## src/rtl/sd_resp_pkg.sv

```systemverilog
package sd_resp_pkg;
  localparam int IDX_W     = 6;
  localparam int ARG_W     = 32;
  localparam int CRC_W     = 7;
  localparam int LAT_SHORT = 5;
  localparam int LAT_LONG  = 64;
  localparam logic [CRC_W-1:0] CRC_POLY = 7'h09;

  typedef struct packed {
    logic clear;
    logic waitStep;
    logic shiftBit;
    logic finishFrame;
    logic finishTimeout;
  } ctrlStrobe_t;
endpackage

```

## src/rtl/sd_resp_datapath.sv

```systemverilog
module sd_resp_datapath
  import sd_resp_pkg::*;
#(
  parameter int IdxW     = IDX_W,
  parameter int ArgW     = ARG_W,
  parameter int CrcW     = CRC_W,
  parameter int LatShort = LAT_SHORT,
  parameter int LatLong  = LAT_LONG
) (
  input  logic            clk,
  input  logic            rstN,
  input  ctrlStrobe_t     strobe,
  input  logic            cmdLine,
  input  logic [IdxW-1:0] expIndex,
  input  logic            longLatency,
  output logic            waitLast,
  output logic            lastBit,
  output logic [ArgW-1:0] argOut,
  output logic            idxErr,
  output logic            dirErr,
  output logic            crcErr,
  output logic            endErr,
  output logic            timeoutErr,
  output logic            respDone
);
  // body = direction + index + argument + crc; the stop bit is taken live
  localparam int BODY_W   = 1 + IdxW + ArgW + CrcW;
  localparam int CRC_SPAN = 1 + IdxW + ArgW;
  localparam int CNT_W    = $clog2(BODY_W + 1);
  localparam int WAIT_W   = $clog2(LatLong + 1);

  logic [BODY_W-1:0] bodySr;
  logic [CrcW-1:0]   crcAcc, crcNext;
  logic [CNT_W-1:0]  bitCnt;
  logic [WAIT_W-1:0] waitCnt, limitReg;
  logic [IdxW-1:0]   expIdxReg;

  logic            rxDir;
  logic [IdxW-1:0] rxIdx;
  logic [ArgW-1:0] rxArg;
  logic [CrcW-1:0] rxCrc;
  logic            fb;

  assign rxDir = bodySr[BODY_W-1];
  assign rxIdx = bodySr[BODY_W-2 -: IdxW];
  assign rxArg = bodySr[CrcW +: ArgW];
  assign rxCrc = bodySr[CrcW-1:0];

  // serial CRC7 step; the leading start bit is 0 and leaves a zero seed unchanged
  always_comb begin
    fb      = crcAcc[CrcW-1] ^ cmdLine;
    crcNext = {crcAcc[CrcW-2:0], 1'b0} ^ (fb ? CRC_POLY : '0);
  end

  assign waitLast = (waitCnt == limitReg - WAIT_W'(1));
  assign lastBit  = (bitCnt == CNT_W'(BODY_W));

  always_ff @(posedge clk) begin
    if (!rstN) begin
      bodySr     <= '0;
      crcAcc     <= '0;
      bitCnt     <= '0;
      waitCnt    <= '0;
      limitReg   <= WAIT_W'(LatShort);
      expIdxReg  <= '0;
      argOut     <= '0;
      idxErr     <= 1'b0;
      dirErr     <= 1'b0;
      crcErr     <= 1'b0;
      endErr     <= 1'b0;
      timeoutErr <= 1'b0;
      respDone   <= 1'b0;
    end else begin
      respDone <= strobe.finishFrame | strobe.finishTimeout;
      if (strobe.clear) begin
        crcAcc     <= '0;
        bitCnt     <= '0;
        waitCnt    <= '0;
        limitReg   <= longLatency ? WAIT_W'(LatLong) : WAIT_W'(LatShort);
        expIdxReg  <= expIndex;
        argOut     <= '0;
        idxErr     <= 1'b0;
        dirErr     <= 1'b0;
        crcErr     <= 1'b0;
        endErr     <= 1'b0;
        timeoutErr <= 1'b0;
      end
      if (strobe.waitStep) waitCnt <= waitCnt + WAIT_W'(1);
      if (strobe.shiftBit) begin
        bodySr <= {bodySr[BODY_W-2:0], cmdLine};
        bitCnt <= bitCnt + CNT_W'(1);
        if (bitCnt < CNT_W'(CRC_SPAN)) crcAcc <= crcNext;
      end
      if (strobe.finishFrame) begin
        argOut <= rxArg;
        idxErr <= (rxIdx != expIdxReg);
        dirErr <= (rxDir != 1'b0);
        crcErr <= (rxCrc != crcAcc);
        endErr <= (cmdLine != 1'b1);
      end
      if (strobe.finishTimeout) timeoutErr <= 1'b1;
    end
  end
endmodule

```

## config.mk

```make
export PLATFORM = sky130hd
export DESIGN_NAME = sd_resp_datapath
export DESIGN_NICKNAME = d
export VERILOG_FILES = /design/src/rtl/sd_resp_pkg.sv /design/src/rtl/sd_resp_datapath.sv
export SDC_FILE = /design/constraint.sdc
export NUM_CORES = 1
export LEC_CHECK = 0
export BUFFER_PORTS_ARGS = -buffer_cell sky130_fd_sc_hd__buf_2
export CORE_MARGIN = 4
export CORE_UTILIZATION = 62
export DETAILED_ROUTE_END_ITERATION = 12
export GPL_ROUTABILITY_DRIVEN = 0
export PLACE_DENSITY = 0.84
export SLEW_MARGIN = 5
export SYNTH_ARGS = -nofsm -noshare
export SYNTH_HDL_FRONTEND = slang
export SYNTH_SLANG_ARGS = --single-unit
export TNS_END_PERCENT = 20
```

## constraint.sdc

```tcl
create_clock -name clk -period 2.3 [get_ports clk]
set_clock_uncertainty 0.05 [all_clocks]
set_input_delay 0.345 -clock clk [delete_from_list [all_inputs] [get_ports clk]]
set_output_delay 0.345 -clock clk [all_outputs]
set_load 0.02 [all_outputs]
```

==> flow_metrics.py, run 1 <==
metrics = {
    "global_route": {
        "grt_pass1_vias": 3206,
        "antenna_found_initial": 0,
        "grt_max_degree": 39,
        "grt_pass1_wl_um": 14100,
        "track_usage_pct": 19.1,
        "grt-ovfl-total": 0,
    },
    "logic_synthesis": {
        "synth_cell_types": 45,
        "synth_most_common_cell": "dfxtp_1",
        "ys_top_cells_by_area": "dfxtp_1, nor2b_1, mux2i_1",
        "synth_area_um2": 4810,
        "synth-edff-count": 0,
        "synth_top_cell_area_share_pct": 46.6,
        "async_flop_share_pct": 0,
        "synth-seq-cells": 112,
        "yosys_warnings": 0,
        "yosys.area.top_type": "dfxtp_1",
        "syn-num-nets": 503,
        "synthFlopType": "dfxtp_1",
        "syn_avg_cell_area_um2": 9.92,
        "netlist_top_cells_count": "dfxtp_1, nor2b_1, mux2i_1",
        "synth_cells": 485,
        "seq_area_frac_synth_pct": 46.6,
    },
    "floorplan": {
        "initial_core_util_pct": 64.9,
        "dieArea_um2": 9230,
        "core_area_um2": 7410,
        "pin_count": 55,
        "die_y_um": 96.1,
        "rows": 31,
        "die_w_um": 96.1,
    },
    "power": {
        "p_int_w": 0.00276,
        "clkPwrFrac_pct": 37.0,
        "swShare_pct": 22.3,
        "p_leak_nw": 2.16,
        "ir_worst_vdd_mv": 0.513,
        "p_comb_share_pct": 7.1,
        "p_per_area_nw_per_um2": 659,
        "seq_power_share_pct": 56.0,
        "p_sw_w": 0.000791,
    },
    "clock_tree": {
        "clockBufferDepth": 2,
        "numCtsBuffers": 9,
        "cts_hold_buffers": 0,
        "cts_resized": 0,
        "insertion_delay_ps": 360,
        "cts.clk_slew.worst_paths_ps": 100,
        "tritoncts": "done",
        "post-cts-setup-buffer-count": 0,
        "numClockSinks": 112,
        "cts_htree_levels": 3,
        "cts-root-buf": "clkbuf_8",
    },
    "worst_setup_path": {
        "worstPathMaxFanout": 8,
        "cp-end-kind": "output pin",
        "r2r_end": "crcAcc[4]",
        "required_ps": 1900,
        "cp-start-kind": "flop",
        "crit_type": "reg -> out",
        "crit_arrival_ps": 1680,
        "r2r-start": "bitCnt[0]",
        "r2r_slack_ps": 670,
        "reg2reg_depth": 4,
    },
    "layout": {
        "syn2layout_area_growth_pct": 12.0,
        "nets": 545,
        "diodes": 0,
        "layout-drive-gt1-share_pct": 16.5,
    },
    "timing": {
        "slew_headroom_pct": 63.0,
        "slew_violations": 0,
        "final_hold_viol_count": 0,
        "rsz0062_at_grt": "false",
        "tightest_slew_ps": 555,
        "max_freq_mhz": 483,
        "layout_min_cycle_time_ps": 2070,
        "fin_crit_sh_pct": 90.0,
        "tns_ps": 0,
        "fin_ws_ps": 229,
        "setup_viol": 0,
    },
    "worst_hold_path": {
        "hold_path.class": "in -> reg",
        "hold_path_end": "respDone",
        "worstHoldStart": "strobe[0]",
        "min_path_cells": 2,
    },
    "routing": {
        "post_drt_wl_per_cell_um": 13.4,
        "drtPass1Iterations": 6,
        "wirelength_um": 8470,
        "drtIter0Drc": 200,
        "drc": 0,
        "via_count": 3348,
        "via_per_inst": 5.31,
        "ant_nets": 0,
    },
    "placed_design": {
        "port_buffers": 54,
        "place_ws_ps": 596,
        "dpl.hpwl_um": 5750,
    },
    "run_status": {
        "status": "complete, no violations",
    },
    "flow_run": {
        "cap_violations": 0,
    },
}
power by group through the flow:
stage / Sequential [W] / Combinational, W / Clock, W
finish: 0.00199 / 0.000251 / 0.00131
detailed placement: 0.00203 / 0.000251 / 0
global placement: 0.00203 / 0.000247 / 0
global route: 0.00199 / 0.000275 / 0.00142
CTS: 0.00199 / 0.000253 / 0.00134
floorplan: 0.00203 / 0.000190 / 0
registers in the layout, indices dropped and copies added, names as in the netlist:
| register | flops |
|---|---|
| idxErr | 1 |
| crcErr | 1 |
| argOut | 32 |
| bitCnt | 6 |
| endErr | 1 |
| waitCnt | 7 |
| limitReg | 2 |
| crcAcc | 7 |
| timeoutErr | 1 |
| respDone | 1 |
| bodySr | 46 |
| expIdxReg | 6 |
| dirErr | 1 |
routing by layer:
metal	GRT usage, %	up-vias	routed length [um]
li1	-	1735	-
met1	23.4	1559	3940
met2	33.7	46	4150
met3	4.07	8	293
met4	5.33	0	85
met5	0	-	0
final cells by class:
cell class	instances	area, um2
clock buffers	11	151
flip-flops and latches	112	2240
multi-input cells	336	2390
inverters	1	3.75
clock inverters	5	86.3
repair buffers	67	393
well taps	99	124
fillers	552	2020
worst max-delay path by stage:
stage                          start         end  slack (ps)
after detailed placement   strobe[4]  argOut[25]         600
after global placement    waitCnt[0]    waitLast         630
after CTS                 waitCnt[0]    waitLast         210
final                     waitCnt[0]    waitLast         230
after floorplan           waitCnt[6]    waitLast         600
after global routing      waitCnt[0]    waitLast         110
cell families (layout without fill, tap and decap cells):
family,after synthesis,count (layout),synth area share (%)
mux,61,61,12.7
simple gates,188,188,24.6
buf+inv,37,84,3.80
compound gates,66,66,8.22
xor+xnor,18,18,3.28
flops,112,112,46.6
fa+ha+maj,3,3,0.780
critical path, cell delays in order (launching register included):
cell and delay [ps]:
dfxtp_1 470, nand3_1 120, or4_1 410, a21oi_1 140
buf_2 170
cells in the final DEF, fill, tap and decap left out, types with 2 or more instances in the layout:
cell | netlist | final
dfxtp_1 | 112 | 112
nand3_1 | 10 | 10
nor3_1 | 2 | 2
a21boi_0 | 3 | 3
mux2i_1 | 61 | 61
nor2b_1 | 98 | 98
nand2_1 | 13 | 13
clkinv_4 | 0 | 2
clkbuf_8 | 2 | 11
xnor2_1 | 8 | 8
buf_2 | 10 | 54
bufinv_16 | 0 | 2
xor2_1 | 10 | 10
ha_1 | 3 | 3
nor3b_1 | 37 | 37
buf_4 | 3 | 11
o21ai_0 | 8 | 8
a21oi_1 | 40 | 40
a41oi_1 | 2 | 2
nand2b_1 | 3 | 3
nor4_1 | 2 | 2
o21a_1 | 3 | 3
buf_12 | 0 | 2
nand3b_1 | 7 | 7
nor2_1 | 5 | 5
or4_1 | 2 | 2
through the flow:
stage	hold WS (ps)	utilization [%]	cell area [um2]	power, W	instances
2_1_floorplan	408	-	4810	0.00222	485
3_3_place_gp	429	69.5	5150	0.00228	615
3_5_place_dp	439	69.5	5150	0.00228	615
4_1_cts	152	72.7	5390	0.00358	631
5_1_grt	162	72.7	5390	0.00368	631
6_report	164	72.7	5390	0.00355	631
Note: power is estimated with default switching activity, not from simulation.
==> run 2, diff against run 1 <==
CELL_PAD_IN_SITES_DETAIL_PLACEMENT = 0   (was unset)
CELL_PAD_IN_SITES_GLOBAL_PLACEMENT = 1   (was unset)
CORE_UTILIZATION = 49   (was 62)
PLACE_DENSITY = unset   (was 0.84)
PLACE_DENSITY_LB_ADDON = 0.1   (was unset)
==> flow_metrics.py, run 2 (same netlist as run 1, synthesis figures left out) <==
metrics = {
    "timing": {
        "setup_viol": 0,
        "max_freq_mhz": 476,
        "tightest_slew_ps": 597,
        "tns_ps": 0,
        "fin_crit_sh_pct": 91.4,
        "rsz0062_at_grt": "false",
        "slew_headroom_pct": 60.2,
        "layout_min_cycle_time_ps": 2100,
        "slew_violations": 0,
        "final_hold_viol_count": 0,
    },
    "floorplan": {
        "pin_count": 55,
        "rows": 35,
        "die_y_um": 107,
        "initial_core_util_pct": 51.1,
        "core_area_um2": 9420,
        "dieArea_um2": 11500,
        "die_w_um": 107,
    },
    "placed_design": {
        "dpl.hpwl_um": 5790,
        "port_buffers": 54,
    },
    "routing": {
        "drc": 0,
        "wl_met3_um": 268,
        "via_count": 3342,
        "drtIter0Drc": 143,
        "dr.max_layer_used": "met4",
        "drt-met1-wl_um": 4430,
        "routed-wl-met2_um": 4000,
        "ant_nets": 0,
        "via_per_inst": 5.09,
        "post_drt_wl_per_cell_um": 13.4,
        "drtPass1Iterations": 4,
        "wirelength_um": 8780,
    },
    "layout": {
        "register_area_um2": 2240,
        "layout-drive-gt1-share_pct": 15.6,
        "reg_top3": "bodySr: 46 flops, argOut: 32 flops",
        "largest_reg_flops": 46,
        "multi_input_area_um2": 2390,
        "fillers": 860,
        "syn2layout_area_growth_pct": 11.8,
        "fin_util_pct": 57.1,
        "diodes": 0,
        "final_cell_mix": "dfxtp_1, nor2b_1, mux2i_1, buf_2, a21oi_1",
        "layout_commonest_cell": "dfxtp_1",
        "nets": 540,
        "top_register": "bodySr",
    },
    "worst_setup_path": {
        "crit_arrival_ps": 1710,
        "cp-end-kind": "output pin",
        "worstPathMaxFanout": 8,
        "critPathLaunch": "waitCnt[0]",
        "crit_type": "reg -> out",
        "cp-start-kind": "flop",
        "required_ps": 1900,
        "r2r_slack_ps": 640,
        "r2r_end": "crcAcc[0]",
        "reg2reg_depth": 4,
        "r2r-start": "bitCnt[0]",
    },
    "global_route": {
        "grt_pass1_wl_um": 15300,
        "grt_pass1_vias": 3268,
        "grt_max_degree": 65,
        "grt-ovfl-total": 0,
        "antenna_found_initial": 0,
        "track_usage_pct": 16.0,
    },
    "clock_tree": {
        "post-cts-setup-buffer-count": 0,
        "cts.clk_slew.worst_paths_ps": 100,
        "cts-root-buf": "clkbuf_8",
        "insertion_delay_ps": 360,
        "numClockSinks": 112,
        "numCtsBuffers": 9,
        "tritoncts": "done",
        "cts_htree_levels": 3,
        "cts_hold_buffers": 0,
        "clockBufferDepth": 2,
        "cts_resized": 0,
    },
    "power": {
        "finalPower_w": 0.00344,
        "p_per_area_nw_per_um2": 640,
        "ir_worst_vdd_mv": 0.371,
        "p_leak_nw": 2.13,
    },
    "worst_hold_path": {
        "hold_path_end": "respDone",
        "worstHoldStart": "strobe[0]",
        "min_path_cells": 2,
        "hold_path.class": "in -> reg",
    },
    "run_status": {
        "status": "complete, no violations",
    },
    "flow_run": {
        "cap_violations": 0,
    },
}
run 2: cell count changes in the layout (fill, tap and decap cells not counted):
cell and change:
buf_12 +2, clkbuf_1 +1, buf_4 -7, clkinv_4 -1, inv_6 +1, clkbuf_8 -1, bufinv_16 -1, clkinv_2 +1
run 2: worst max path at each step:
stage	endpoint	slack, ps	cells after the start
global placement	waitLast	600	4
global route	waitLast	40	4
floorplan	waitLast	600	3
finish	waitLast	200	4
CTS	waitLast	190	4
detailed placement	waitLast	610	4
run 2: area by class of cell:
class                      instances  share of cell area (%)
clock buffer                      11                    2.63
timing repair buffer              62                    7.07
sequential                       112                    41.7
tap                              129                    3.00
clock inverter                     5                    1.14
multi-input combinational        336                    44.4
inverter                           1                  0.0698
run 2: per-stage QoR:
step / setup WS, ps / instance area [um2] / std cells / hold WS [ps]
2_1_floorplan: 602 / 4810 / 485 / 408
3_3_place_gp: 602 / 5170 / 640 / 428
3_5_place_dp: 611 / 5170 / 640 / 438
4_1_cts: 194 / 5380 / 656 / 133
5_1_grt: 36.7 / 5380 / 656 / 140
6_report: 199 / 5380 / 656 / 156
run 2: critical path, stage by stage (launching register included):
cell     delay (ps)
dfxtp_1         470
nand3_1         140
or4_1           410
a21oi_1         140
buf_2           180
run 2: power breakdown:
| part | internal (W) | total [W] | switching, W |
|---|---|---|---|
| Combinational | 0.000115 | 0.000253 | 0.000138 |
| Clock | 0.000543 | 0.00120 | 0.000659 |
| Sequential | 0.00196 | 0.00199 | 0.0000236 |
| Total | 0.00262 | 0.00344 | 0.000820 |
run 2: routing by layer:
metal | global-route usage (%) | up-vias
met4 | 4.57 | 0
met2 | 26.2 | 43
met1 | 21.3 | 1558
met3 | 3.49 | 7
li1 | - | 1734
met5 | 0 | -
